--- config.mk ---
export PLATFORM = sky130hd
export DESIGN_NAME = dly_timer
export DESIGN_NICKNAME = d
export VERILOG_FILES = /design/src/rtl/dly_pkg.sv /design/src/rtl/dly_trig_sel.sv /design/src/rtl/dly_prescaler.sv /design/src/rtl/dly_reload.sv /design/src/rtl/dly_timer.sv
export SDC_FILE = /design/constraint.sdc
export NUM_CORES = 1
export LEC_CHECK = 0
export BUFFER_PORTS_ARGS = -buffer_cell sky130_fd_sc_hd__buf_2
export CORE_ASPECT_RATIO = 1.25
export CORE_MARGIN = 5
export CORE_UTILIZATION = 58
export CTS_CLUSTER_SIZE = 24
export DETAILED_ROUTE_END_ITERATION = 10
export GPL_ROUTABILITY_DRIVEN = 0
export PLACE_DENSITY = 0.8
export REMOVE_ABC_BUFFERS = 1
export SYNTH_ARGS = -nofsm -noshare
export SYNTH_HDL_FRONTEND = slang
export SYNTH_SLANG_ARGS = --single-unit
export TNS_END_PERCENT = 1
--- constraint.sdc ---
create_clock -name clk_i -period 4.98 [get_ports clk_i]
set_input_delay 0.747 -clock clk_i [delete_from_list [all_inputs] [get_ports clk_i]]
set_output_delay 0.747 -clock clk_i [all_outputs]
set_load 0.02 [all_outputs]
--- src/rtl/dly_pkg.sv ---
package dly_pkg;
  localparam int CNT_W  = 16;
  localparam int PRE_W  = 3;
  localparam int MULT_W = 2;
  localparam int PSC_W  = (1 << PRE_W) + 6;

  typedef enum logic [1:0] {
    LD_NOW    = 2'd0,
    LD_WRAP   = 2'd1,
    LD_TRIG   = 2'd2,
    LD_EITHER = 2'd3
  } ld_mode_e;

  typedef struct packed {
    logic [CNT_W-1:0]  modv;
    logic [CNT_W-1:0]  dlyv;
    logic [PRE_W-1:0]  pre;
    logic [MULT_W-1:0] mult;
  } tcfg_t;

  localparam tcfg_t CFG_RST = '{modv: '1, dlyv: '1, pre: '0, mult: '0};
endpackage

--- src/rtl/dly_trig_sel.sv ---
module dly_trig_sel #(
  parameter int N_HW  = 15,
  parameter int SEL_W = $clog2(N_HW + 1)
) (
  input  logic             en_i,
  input  logic [SEL_W-1:0] sel_i,
  input  logic [N_HW-1:0]  hw_i,
  input  logic             sw_i,
  output logic             ev_o
);
  logic [N_HW:0] src;
  logic          pick;

  assign src = {sw_i, hw_i};

  always_comb begin
    pick = 1'b0;
    for (int i = 0; i <= N_HW; i++) begin
      if (sel_i == SEL_W'(i)) pick = src[i];
    end
  end

  assign ev_o = en_i & pick;
endmodule

--- src/rtl/dly_prescaler.sv ---
module dly_prescaler
  import dly_pkg::*;
(
  input  logic              clk_i,
  input  logic              rst_ni,
  input  logic              clr_i,
  input  logic              run_i,
  input  logic [PRE_W-1:0]  pre_i,
  input  logic [MULT_W-1:0] mult_i,
  output logic              tick_o,
  output logic              phase0_o
);
  logic [5:0]       mf;
  logic [PSC_W-1:0] ratio;
  logic [PSC_W-1:0] psc_q;

  always_comb begin
    unique case (mult_i)
      2'd0:    mf = 6'd1;
      2'd1:    mf = 6'd10;
      2'd2:    mf = 6'd20;
      default: mf = 6'd40;
    endcase
  end

  assign ratio    = PSC_W'(mf) << pre_i;
  assign tick_o   = run_i & (psc_q == ratio - PSC_W'(1));
  assign phase0_o = (psc_q == '0);

  always_ff @(posedge clk_i or negedge rst_ni) begin
    if (!rst_ni)                         psc_q <= '0;
    else if (clr_i || !run_i || tick_o) psc_q <= '0;
    else                                 psc_q <= psc_q + PSC_W'(1);
  end
endmodule

--- src/rtl/dly_reload.sv ---
module dly_reload
  import dly_pkg::*;
(
  input  logic       clk_i,
  input  logic       rst_ni,
  input  logic       en_i,
  input  logic       we_i,
  input  tcfg_t      wcfg_i,
  input  logic       ldok_set_i,
  input  ld_mode_e   mode_i,
  input  logic       wrap_i,
  input  logic       trig_i,
  output tcfg_t      act_o,
  output logic       ldok_o
);
  tcfg_t sh_q, act_q;
  logic  ldok_q, cond, xfer;

  always_comb begin
    unique case (mode_i)
      LD_NOW:  cond = 1'b1;
      LD_WRAP: cond = wrap_i;
      LD_TRIG: cond = trig_i;
      default: cond = wrap_i | trig_i;
    endcase
  end

  assign xfer = ldok_q & en_i & cond;

  always_ff @(posedge clk_i or negedge rst_ni) begin
    if (!rst_ni) begin
      sh_q   <= CFG_RST;
      act_q  <= CFG_RST;
      ldok_q <= 1'b0;
    end else begin
      if (we_i) sh_q <= wcfg_i;
      if (xfer) act_q <= sh_q;
      if (!en_i)           ldok_q <= 1'b0;
      else if (ldok_set_i) ldok_q <= 1'b1;
      else if (xfer)       ldok_q <= 1'b0;
    end
  end

  assign act_o  = act_q;
  assign ldok_o = ldok_q;
endmodule

--- src/rtl/dly_timer.sv ---
module dly_timer
  import dly_pkg::*;
#(
  parameter int N_HW  = 15,
  parameter int SEL_W = $clog2(N_HW + 1)
) (
  input  logic              clk_i,
  input  logic              rst_ni,
  input  logic              en_i,
  input  logic              cont_i,
  input  logic [SEL_W-1:0]  trig_sel_i,
  input  logic [N_HW-1:0]   hw_trig_i,
  input  logic              sw_trig_i,
  input  logic              cfg_we_i,
  input  logic [CNT_W-1:0]  cfg_mod_i,
  input  logic [CNT_W-1:0]  cfg_dly_i,
  input  logic [PRE_W-1:0]  cfg_pre_i,
  input  logic [MULT_W-1:0] cfg_mult_i,
  input  logic [1:0]        ld_mode_i,
  input  logic              ldok_set_i,
  input  logic              dly_ie_i,
  input  logic              flag_clr_i,
  output logic [CNT_W-1:0]  count_o,
  output logic              ldok_o,
  output logic              flag_o,
  output logic              irq_o
);
  logic             trig_ev, tick, phase0, wrap, hit, at_mod;
  logic             run_q, flag_q;
  logic [CNT_W-1:0] cnt_q;
  tcfg_t            act_cfg, wcfg;

  assign wcfg = '{modv: cfg_mod_i, dlyv: cfg_dly_i, pre: cfg_pre_i, mult: cfg_mult_i};

  dly_trig_sel #(.N_HW(N_HW), .SEL_W(SEL_W)) i_sel (
    .en_i  (en_i),
    .sel_i (trig_sel_i),
    .hw_i  (hw_trig_i),
    .sw_i  (sw_trig_i),
    .ev_o  (trig_ev)
  );

  dly_prescaler i_psc (
    .clk_i    (clk_i),
    .rst_ni   (rst_ni),
    .clr_i    (trig_ev | ~en_i),
    .run_i    (run_q),
    .pre_i    (act_cfg.pre),
    .mult_i   (act_cfg.mult),
    .tick_o   (tick),
    .phase0_o (phase0)
  );

  dly_reload i_rld (
    .clk_i      (clk_i),
    .rst_ni     (rst_ni),
    .en_i       (en_i),
    .we_i       (cfg_we_i),
    .wcfg_i     (wcfg),
    .ldok_set_i (ldok_set_i),
    .mode_i     (ld_mode_e'(ld_mode_i)),
    .wrap_i     (wrap),
    .trig_i     (trig_ev),
    .act_o      (act_cfg),
    .ldok_o     (ldok_o)
  );

  assign at_mod = (cnt_q == act_cfg.modv);
  assign wrap   = en_i & ~trig_ev & tick & at_mod;
  assign hit    = en_i & run_q & phase0 & (cnt_q == act_cfg.dlyv);

  always_ff @(posedge clk_i or negedge rst_ni) begin
    if (!rst_ni) begin
      cnt_q <= '0;
      run_q <= 1'b0;
    end else if (!en_i) begin
      cnt_q <= '0;
      run_q <= 1'b0;
    end else if (trig_ev) begin
      cnt_q <= '0;
      run_q <= 1'b1;
    end else if (tick) begin
      if (!at_mod)     cnt_q <= cnt_q + CNT_W'(1);
      else if (cont_i) cnt_q <= '0;
      else             run_q <= 1'b0;
    end
  end

  always_ff @(posedge clk_i or negedge rst_ni) begin
    if (!rst_ni)         flag_q <= 1'b0;
    else if (hit)        flag_q <= 1'b1;
    else if (flag_clr_i) flag_q <= 1'b0;
  end

  assign count_o = cnt_q;
  assign flag_o  = flag_q;
  assign irq_o   = flag_q & dly_ie_i;
endmodule

# After elaboration in Yosys (flattened, before gate mapping)

Index checks and enable logic that the tools add are counted.

Bits in registers: 107
Input port bits: 67
Output and inout port bits: 19
Word-level logic and storage cells: 103

Add/subtract/negate cells: 3
Equality and inequality tests: 27
Shift operators: 1
Mux-type cells: 34
Bitwise gates (word level): 15
Reductions and logical operators: 10

Operators with widths:

| cell                                                                     | count |
|---|---|
| 16-bit two-way mux                                                       | 5 |
| 16-bit == test                                                           | 2 |
| 4-bit == test (second input constant)                                    | 8 |
| 1-bit two-way mux                                                        | 26 |
| 6-bit case mux with 3 select lines                                       | 1 |
| 16-bit by 1-bit adder with 16-bit output (second input constant)         | 1 |
| 4-bit by 3-bit == test with 1-bit output (second input constant)         | 4 |
| 14-bit by 1-bit adder with 14-bit output (second input constant)         | 1 |
| 14-bit == test                                                           | 1 |
| 14-bit zero test                                                         | 1 |
| 14-bit two-way mux                                                       | 1 |
| 6-bit by 3-bit left shift with 14-bit output                             | 1 |
| 14-bit by 1-bit subtractor with 14-bit output (second input constant)    | 1 |
| 1-bit AND                                                                | 11 |
| 3-bit by 1-bit inequality test with 1-bit output (second input constant) | 3 |
| 4-bit by 2-bit == test with 1-bit output (second input constant)         | 2 |
| 2-bit by 1-bit == test with 1-bit output (second input constant)         | 2 |
| 2-bit == test (second input constant)                                    | 2 |
| 4-bit by 1-bit == test with 1-bit output (second input constant)         | 1 |
| 2-bit zero test                                                          | 2 |
| 4-bit zero test                                                          | 1 |
| 4-bit by 3-bit inequality test with 1-bit output (second input constant) | 1 |
| 3-bit by 2-bit inequality test with 1-bit output (second input constant) | 1 |
| 1-bit case mux with 3 select lines                                       | 1 |
| 7 further kinds                                                          | 10 |

# Logic depth before layout (Yosys ltp)

Gate-level depths: netlist of the first run.

Depth in word-level cells: 28
Mapped depth: 17
Gate-level depth less buffers: 11

# Hierarchy

From an unflattened synthesis of the first run, not the netlist that was laid out.

Cells, all modules: 547
Area, all modules: 6014.5 µm²

Modules (own cells, without submodules):

| module        | times used | cells each | area each (µm²) | seq. area each (µm²) |
|---|---|---|---|---|
| dly_reload    | 1          | 161        | 2902.8          | 1956.9 |
| dly_prescaler | 1          | 198        | 1566.5          | 350.3 |
| dly_timer     | 1          | 164        | 1365.1          | 450.4 |
| dly_trig_sel  | 1          | 24         | 180.2           | 0.0 |

# Worst setup path before layout of the first run

OpenSTA, ideal clock, no wires.

Kind: register to register
From: register i_rld.act_q (netlist bit i_rld.act_o[0])
To: register i_rld.act_q (netlist bit i_rld.act_o[0])
Setup time: 0.125 ns
Arrival time: 3.641 ns
Required time: 4.855 ns
Path slack: 1.214 ns
Stages on the path, launching flop included: 17
Path buffers: 5
Period minus slack after synthesis: 3.766 ns
Cells stage by stage: dfrtp_1 -> buf_2 -> buf_2 -> buf_2 -> xnor2_1 -> or3_1 -> ha_1 -> xnor2_1 -> a2111o_1 -> a211oi_2 -> nand4_1 -> nor3_1 -> nand4_1 -> o41a_1 -> buf_6 -> buf_6 -> mux2_4

Word-level cells in the longest chain between the ends: 11
Elaborated cells on any way between the ends: 13
Those cells by class: 1 x add/sub; 3 x eq/ne; 1 x shift; 2 x mux; 5 x bitwise; 1 x reduce/logical

Ends and longest elaborated chain:

| item                                            | RTL line            | text |
|---|---|---|
| start: declaration                              | dly_reload.sv:16    | `tcfg_t sh_q, act_q;` |
| start signal: assignment                        | dly_reload.sv:37    | `if (xfer) act_q <= sh_q;` |
| 2-bit == test (tied with other cells)           | dly_prescaler.sv:18 | `unique case (mult_i)` |
| 6-bit case mux with 3 select lines *            | dly_prescaler.sv:18 |  |
| 6-bit by 3-bit left shift with 14-bit output *  | dly_prescaler.sv:26 | `assign ratio = PSC_W'(mf) << pre_i;` |
| 14-bit by 1-bit subtractor with 14-bit output * | dly_prescaler.sv:27 | `assign tick_o = run_i & (psc_q == ratio - PSC_W'(1));` |
| 14-bit == test *                                | dly_prescaler.sv:27 |  |
| 1-bit AND *                                     | dly_prescaler.sv:27 |  |
| 1-bit AND * (2 in series)                       | dly_timer.sv:69     | `assign wrap = en_i & ~trig_ev & tick & at_mod;` |
| 1-bit bitwise OR                                | dly_reload.sv:24    | `default: cond = wrap_i \| trig_i;` |
| 1-bit case mux with 3 select lines *            | dly_reload.sv:20    | `unique case (mode_i)` |
| 1-bit AND *                                     | dly_reload.sv:28    | `assign xfer = ldok_q & en_i & cond;` |

Every way passes the cells marked *; elsewhere a longest branch is shown, timed or not.
A chain may end at the register's enable or synchronous reset.

# Worst setup path in the final report of the first run

From: register i_rld.act_q (netlist bit i_rld.act_o[1])
To: register i_rld.act_q (netlist bit i_rld.act_o[0])

The elaborated chain is that of the path after synthesis.

==> run summary, run 1 <==
Synth Warn #: 0
Startpoint types: register
Worst min path class: register to register
Mean Syn Cell Area: 11.0 µm²
Clock skew: 0.00822 ns
Hold Vio Cnt, Final: 0
Status: complete, no violations
Setup WS pre-CTS: 0.884 ns
Routed vias: 4566
ANT cells: 0
Max Cap Violations: 0
CTS Root Cell: clkbuf_16
Top-area cell type share of the netlist area: 27.3%
WHS: 0.513 ns
Vias in the first global route: 4735
Filler cells: 814
Rel. slew slack: 37.3%
Max Slew Vio Count: 0
Core ar.: 10500 µm²
Post-route cell area: 6950 µm²
Routed Antenna Nets: 0
Die Ht: 125 µm
Final Critical Period: 4.16 ns
Netlist cell types: 64
Nets: 701
FF+latch count, synth: 107
Met3 routed WL: 536 µm
Cells along the critical path: nor4_1, nand2b_1, ha_1, nor4bb_1, o21ai_0, o221ai_1, o21a_1, nor3_1, nand4_1, o41a_2, buf_4, mux2_4
GRT overflow: 0
First-pass detailed-route iteration total: 5
Starting Density: 58.6%
All-Layer GR Usage: 21.6%
Power per Cell Area: 390 nW/µm²
Slowest stage delay, CP: 0.62 ns
Std cell rows: 42
Finished Core Util: 66.2%
Die Wd: 102 µm
Synth area leaders: dfstp_2 (27%), dfrtp_1 (17%), mux2_4 (7.3%)
FMAX: 240 MHz
CTS resizes: 0
VDD IR max: 0.000293 V
Die area: 12800 µm²
Wl on met1: 5150 µm
Initial antenna violation count: 0
Num CTS Buffers: 9
Setup TNS Final: 0 ns
First-pass GRT wire length: 22300 µm
Crit. End Element: register
Sequential share of the synthesized area: 44.8%
Syn Inst Count: 559
Vias per cell: 5.95
WL/cell: 17.7 µm
Initial DRC Count: 233
Pwr Total: 2.71 mW
Pin count of the biggest net entering global routing: 79
Slew @ Worst Pin: 0.941 ns
Mapped cell area: 6160 µm²
Pleak: 3.04 nW
Dpl cell area: 6650 µm²
Top sig layer: met4
Hold buffers post-CTS: 0
Final wirelength: 13600 µm
Seq. cell area: 2760 µm²
Critical Path RT: 5.21 ns
Worst skew pair latency: 0.35 ns
CTS tree: built
Critical Path Fanout Max: 21
Final Worst Setup Slack: 0.820 ns
Most instantiated cells after synthesis: dfstp_2 (64), dfrtp_1 (43), mux2_2 (37), xnor2_1 (32), mux2_4 (30)
Placed cell count: 751
Area Growth Syn to Fin: 13.0%
Port Buf Inserts: 85
Top FF cell, synth: dfstp_2
Largest area contributor in the netlist: dfstp_2
HPWL after DPL: 10000 µm
Critical path's top delay family: simple AND/OR/NAND/NOR gates
Worst path bufs/invs: 1
Max clock buf depth: 2
Most frequent cell after synthesis: dfstp_2
CP max stage cell: nor4_1
IO Count: 86
Data arrival, critical path: 4.39 ns
Reg clk slew, reported paths: 0.07 ns
Final non-filler cell total: 767
Post-CTS Setup Repair Bufs: 0
H-tree level count: 3
Final setup violation count: 0
Post-synth EDFFs: 0
RSZ-0062 raised after global routing: false
Final period util: 83.5%
DR WL met2: 7510 µm
Remaining DRCs: 0
Critical path class: register to register
Post-synth ARST share: 100%
Clk sink count: 107
Multi-input logic area: 3120 µm²
Share of cells above drive strength 1: 39.7%
[logic make-up (layout without fill, tap and decap cells)]
family                   count (synthesis)  count (layout)  synth area share (%)
buffers and inverters                   62             138                  4.59
multiplexers                            82              82                  17.1
XOR/XNOR                                54              54                  7.68
AND/OR/NAND/NOR                        158             158                  14.4
adder cells (fa/ha/maj)                  4               4                 0.813
flip-flops                             107             107                  44.8
AO/OA/AOI/OAI                           92              92                  10.6
[cell usage in the layout (no fill, tap or decap), types with 23 or more instances in the layout]
cell,synthesis,final
buf_2,10,84
dfrtp_1,43,43
dfstp_2,64,64
inv_1,25,25
mux2_2,37,37
mux2_4,30,30
nand2_1,25,25
nor2_1,27,27
o21ai_0,23,23
xnor2_1,32,32
[flip-flops by register name, summed over array words and instances, names as in the netlist]
signal / count
flag_o: 1
run_q: 1
i_rld.sh_q: 37
i_rld.act_o: 37
count_o: 16
i_psc.psc_q: 14
i_rld.ldok_o: 1
[metal layers]
layer	GRT usage (%)	vias up
met1	25.1	2268
met2	38.8	124
li1	-	2138
met5	0	-
met4	8.19	0
met3	3.84	36
[path summary, 6_finish.rpt]
kind | startpoint | end | slack [ns] | cells after the start
max in group asynchronous | rst_ni | i_rld.act_o[32] | 3.43 | 2
worst min-delay path | i_rld.sh_q[3] | i_rld.sh_q[3] | 0.51 | 1
min in group asynchronous | rst_ni | count_o[2] | 0.55 | 1
worst max register to register | i_rld.act_o[1] | i_rld.act_o[0] | 0.82 | 12
worst min register to register | i_rld.sh_q[3] | i_rld.sh_q[3] | 0.51 | 1
worst max-delay path | i_rld.act_o[1] | i_rld.act_o[0] | 0.82 | 12
[area by class of cell]
type / count / share of cell area, %
Inverter: 26 / 1.40
Multi-Input combinational cell: 390 / 44.8
Sequential cell: 107 / 39.7
Tap cell: 132 / 2.37
Clock buffer: 12 / 4.01
Timing Repair Buffer: 96 / 7.34
Clock inverter: 4 / 0.396
[where the power goes]
group          leakage, nW  switching, mW  internal, mW
Combinational         1.63          0.385         0.400
Sequential            1.25          0.114          1.09
Clock                0.155          0.322         0.403
Power figures use the tool's default switching activity.
==> run 2: changes to the inputs <==
- CORE_UTILIZATION: 58 -> 52
- PLACE_DENSITY: 0.8 -> 0.76
- clock period: 4.98 -> 3.5 ns (I/O delays scaled with it)
==> run summary, run 2 (synthesis results as in run 1) <==
CTS tree: built
Pin count of the biggest net entering global routing: 88
Core ar.: 11600 µm²
Critical Path RT: 3.73 ns
IO Count: 86
Worst min path class: input port to asynchronous set/reset pin
First-pass detailed-route iteration total: 4
Rel. slew slack: 28.6%
Crit. End Element: register
Num CTS Buffers: 9
Vias in the first global route: 4868
FMAX: 293 MHz
Worst skew pair latency: 0.35 ns
Pleak: 3.14 nW
Port Buf Inserts: 85
Final wirelength: 14400 µm
RSZ-0062 raised after global routing: true
VDD IR max: 0.000351 V
CTS Root Cell: clkbuf_16
Worst path bufs/invs: 2
Max Cap Violations: 0
Cells along the critical path: buf_4, xnor2_1, or3_4, ha_4, xnor2_1, a2111o_1, a211oi_2, nand4_1, nor3_1, nand4_1, o41a_4, buf_12, mux2_4
Remaining DRCs: 0
Critical path's top delay family: compound AO/OA/AOI/OAI gates
Die area: 14100 µm²
Status: complete, no violations
Commonest non-fill, non-tap cells in the layout: buf_2 (84), dfstp_2 (64), dfrtp_1 (43)
Routed Antenna Nets: 0
Vias per cell: 5.73
Final Critical Period: 3.41 ns
Post-route cell area: 7210 µm²
Dpl cell area: 6820 µm²
Initial DRC Count: 254
Slowest stage delay, CP: 0.43 ns
Startpoint types: register
Final period util: 97.5%
Most common cell after layout, fill and taps aside: buf_2
Hold Vio Cnt, Final: 0
Power per Cell Area: 553 nW/µm²
Filler cells: 908
Clk sink count: 107
Share of cells above drive strength 1: 42.4%
Max clock buf depth: 2
All-Layer GR Usage: 21.2%
Critical Path Fanout Max: 17
Slew @ Worst Pin: 1.07 ns
Initial antenna violation count: 0
GRT overflow: 0
Starting Density: 53.0%
Std cell rows: 44
H-tree level count: 3
Reg clk slew, reported paths: 0.08 ns
Die Wd: 107 µm
Max Slew Vio Count: 0
Final setup violation count: 0
Routed vias: 4653
ANT cells: 0
Data arrival, critical path: 3.65 ns
Critical path class: register to register
Die Ht: 132 µm
First-pass GRT wire length: 24200 µm
Clock skew: 0.00902 ns
WL/cell: 17.7 µm
Setup TNS Final: 0 ns
HPWL after DPL: 10500 µm
Area Growth Syn to Fin: 17.2%
Nets: 717
CP max stage cell: o41a_4
[run 2: layout make-up]
| class | instances | area (µm²) | share of cell area [%] |
|---|---|---|---|
| Multi-Input combinational cell | 390 | 3180 | 44.1 |
| Sequential cell | 107 | 2760 | 38.2 |
| Timing Repair Buffer | 112 | 676 | 9.37 |
| Clock buffer | 9 | 225 | 3.12 |
| Tap cell | 161 | 201 | 2.79 |
| Inverter | 26 | 97.6 | 1.35 |
| Clock inverter | 7 | 73.8 | 1.02 |
[run 2: routing by layer]
| layer | up-vias | GRT usage, % | part of all wire [%] |
|---|---|---|---|
| li1 | 2176 | - | - |
| met4 | 0 | 8.96 | 3.6 |
| met3 | 41 | 4.17 | 4.5 |
| met1 | 2284 | 24.8 | 38 |
| met5 | - | 0 | 0 |
| met2 | 152 | 37.4 | 54 |
[run 2: power breakdown]
part	leakage [nW]	switching, mW	internal, mW	total [mW]
clock network	0.147	0.466	0.560	1.03
registers	1.25	0.139	1.54	1.68
logic	1.74	0.624	0.653	1.28
[run 2: repair_timing]
action                                  in CTS  in global routing
gates resized for setup                      5                  5
buffers inserted                             0                  0
hold endpoints to repair                     0                  0
endpoints found under the setup margin      69                 68
cloned                                       1                  0
hold buffers                                 0                  0
pin swaps                                    4                  0
[run 2: path summary, 6_finish.rpt]
| path | startpoint | endpoint | slack [ns] | cells past startpoint |
|---|---|---|---|---|
| worst max-delay path | i_rld.act_o[0] | i_rld.act_o[4] | 0.09 | 13 |
| worst min-delay path | rst_ni | count_o[3] | 0.38 | 1 |
| worst max register to register | i_rld.act_o[0] | i_rld.act_o[4] | 0.09 | 13 |
| worst min register to register | i_rld.sh_q[1] | i_rld.sh_q[1] | 0.52 | 1 |
| max in group asynchronous | rst_ni | i_rld.sh_q[23] | 2.25 | 2 |
| min in group clk_i | flag_clr_i | flag_o | 0.39 | 2 |
[run 2: metrics by stage]
step	hold WS (ns)	power, mW	utilization (%)	setup slack (ns)	cells
2_1_floorplan	0.229	2.51	-	-0.893	523
3_3_place_gp	0.488	2.86	58.7	-0.0582	795
3_5_place_dp	0.505	2.92	58.7	-0.168	795
4_1_cts	0.383	3.97	61.8	0.0498	812
5_1_grt	0.385	4.22	62.1	-0.0600	812
6_report	0.382	3.99	62.1	0.0858	812
==> run 3: changes to the inputs <==
- BUFFER_PORTS_ARGS: -buffer_cell sky130_fd_sc_hd__buf_2 -> default
- CORE_UTILIZATION: 52 -> 58
- DONT_BUFFER_PORTS: default -> 1
==> run summary, run 3 (synthesis results as in run 1) <==
Finished Core Util: 64.6%
Vias in the first global route: 4532
Initial DRC Count: 205
Status: complete, no violations
Commonest non-fill, non-tap cells in the layout: dfstp_2 (64), dfrtp_1 (43), mux2_2 (37)
Most common cell after layout, fill and taps aside: dfstp_2
WL/cell: 19.5 µm
H-tree level count: 3
Critical Path RT: 3.73 ns
Register-to-Register Path Depth: 13
Share of cells above drive strength 1: 33.5%
First-pass GRT wire length: 22900 µm
Worst R2R Start: i_rld.act_o[0]
Pin count of the biggest net entering global routing: 66
Num CTS Buffers: 9
Final wirelength: 13600 µm
Cells along the critical path: buf_6, xnor2_1, or3_4, ha_4, xnor2_1, a2111o_1, a211oi_2, nand4_1, nor3_1, nand4_1, o41a_4, buf_12, mux2_4
CTS Root Cell: clkbuf_16
Core ar.: 10500 µm²
Pleak: 2.80 nW
CTS tree: built
DR WL met2: 7130 µm
ANT cells: 0
Die Ht: 125 µm
Dpl cell area: 6360 µm²
Routed Antenna Nets: 0
Top sig layer: met4
Die area: 12800 µm²
Port Buf Inserts: 0
Slowest stage delay, CP: 0.45 ns
Final Critical Period: 3.48 ns
Startpoint types: register
Nets: 633
CP Depth: 13
HPWL after DPL: 9600 µm
GRT overflow: 0
Area Growth Syn to Fin: 10.3%
IO Count: 86
Critical path's top delay family: compound AO/OA/AOI/OAI gates
Max clock buf depth: 2
Max Slew Vio Count: 0
Power per Cell Area: 581 nW/µm²
Routed vias: 4297
Worst r2r dst: i_rld.act_o[4]
Hold Vio Cnt, Final: 0
Max Cap Violations: 0
CP max stage cell: o41a_4
Worst path bufs/invs: 2
WHS: 0.0225 ns
Worst min path class: input port to asynchronous set/reset pin
Critical path class: register to register
Rel. slew slack: 61.4%
All-Layer GR Usage: 22.6%
Critical Path Start: i_rld.act_o[0]
Die Wd: 102 µm
Std cell rows: 42
Reg2Reg Setup Slack: 0.02 ns
Setup WS pre-CTS: -0.127 ns
Crit. End Element: register
Vias per cell: 6.15
Clock skew: 0.00662 ns
Post-route cell area: 6790 µm²
First-pass detailed-route iteration total: 4
VDD IR max: 0.000463 V
Worst skew pair latency: 0.35 ns
Pwr Total: 3.94 mW
Clk sink count: 107
Remaining DRCs: 0
Initial antenna violation count: 0
Final setup violation count: 0
FMAX: 288 MHz
Final Worst Setup Slack: 0.0235 ns
Data arrival, critical path: 3.70 ns
Starting Density: 58.6%
Reg clk slew, reported paths: 0.07 ns
Wl on met1: 5200 µm
Critical Path Fanout Max: 13
RSZ-0062 raised after global routing: true
Met3 routed WL: 755 µm
Slew @ Worst Pin: 0.574 ns
Final period util: 99.3%
Worst Setup EP: i_rld.act_o[4]
[run 3: cell count changes in the layout (fill, tap and decap cells not counted), moves of 2 or more]
cell,delta
clkbuf_8,+2
inv_6,-2
inv_4,+2
buf_2,-84
buf_4,-4
buf_6,+3
[run 3: worst min path at each step]
stage	endpoint	slack [ns]	depth (start not counted)
floorplan	count_o[0]	0.23	0
global placement	i_rld.act_o[4]	0.24	0
detailed placement	i_rld.act_o[1]	0.24	0
CTS	i_rld.sh_q[20]	0.02	0
global route	i_rld.sh_q[19]	0.01	0
finish	i_rld.act_o[1]	0.02	1
[run 3: per-stage QoR]
| step | setup TNS, ns | instances |
|---|---|---|
| after CTS | 0 | 699 |
| after global placement | -1.70 | 681 |
| after global routing | -2.88 | 699 |
| after floorplan | -34.52 | 523 |
| after detailed placement | -4.52 | 681 |
| final | 0 | 699 |
[run 3: power by group]
group          internal (mW)  total [mW]  switching, mW
Combinational          0.627        1.21          0.580
Sequential              1.55        1.69          0.147
Clock                  0.596        1.04          0.448
Total                   2.77        3.94           1.18
[run 3: final cells by class]
cell class	count	area (µm²)
Clock buffer	11	253
Fill cell	769	3720
Inverter	26	97.6
Timing Repair Buffer	28	287
Clock inverter	5	56.3
Sequential cell	107	2760
Tap cell	132	165
Multi-Input combinational cell	390	3170
[run 3: what timing repair did]
action / in CTS / in global routing
hold endpoints to repair: 43 / 0
pin swaps: 4 / 0
cloned: 1 / 0
buffers inserted: 0 / 0
setup endpoints to repair: 54 / 54
gates resized for setup: 7 / 4
hold buffers: 1 / 0
[run 3: layer usage]
layer	global-route usage (%)	up-vias
met1	27.0	2124
met4	11.9	0
li1	-	2005
met3	5.18	47
met5	0	-
met2	37.4	121
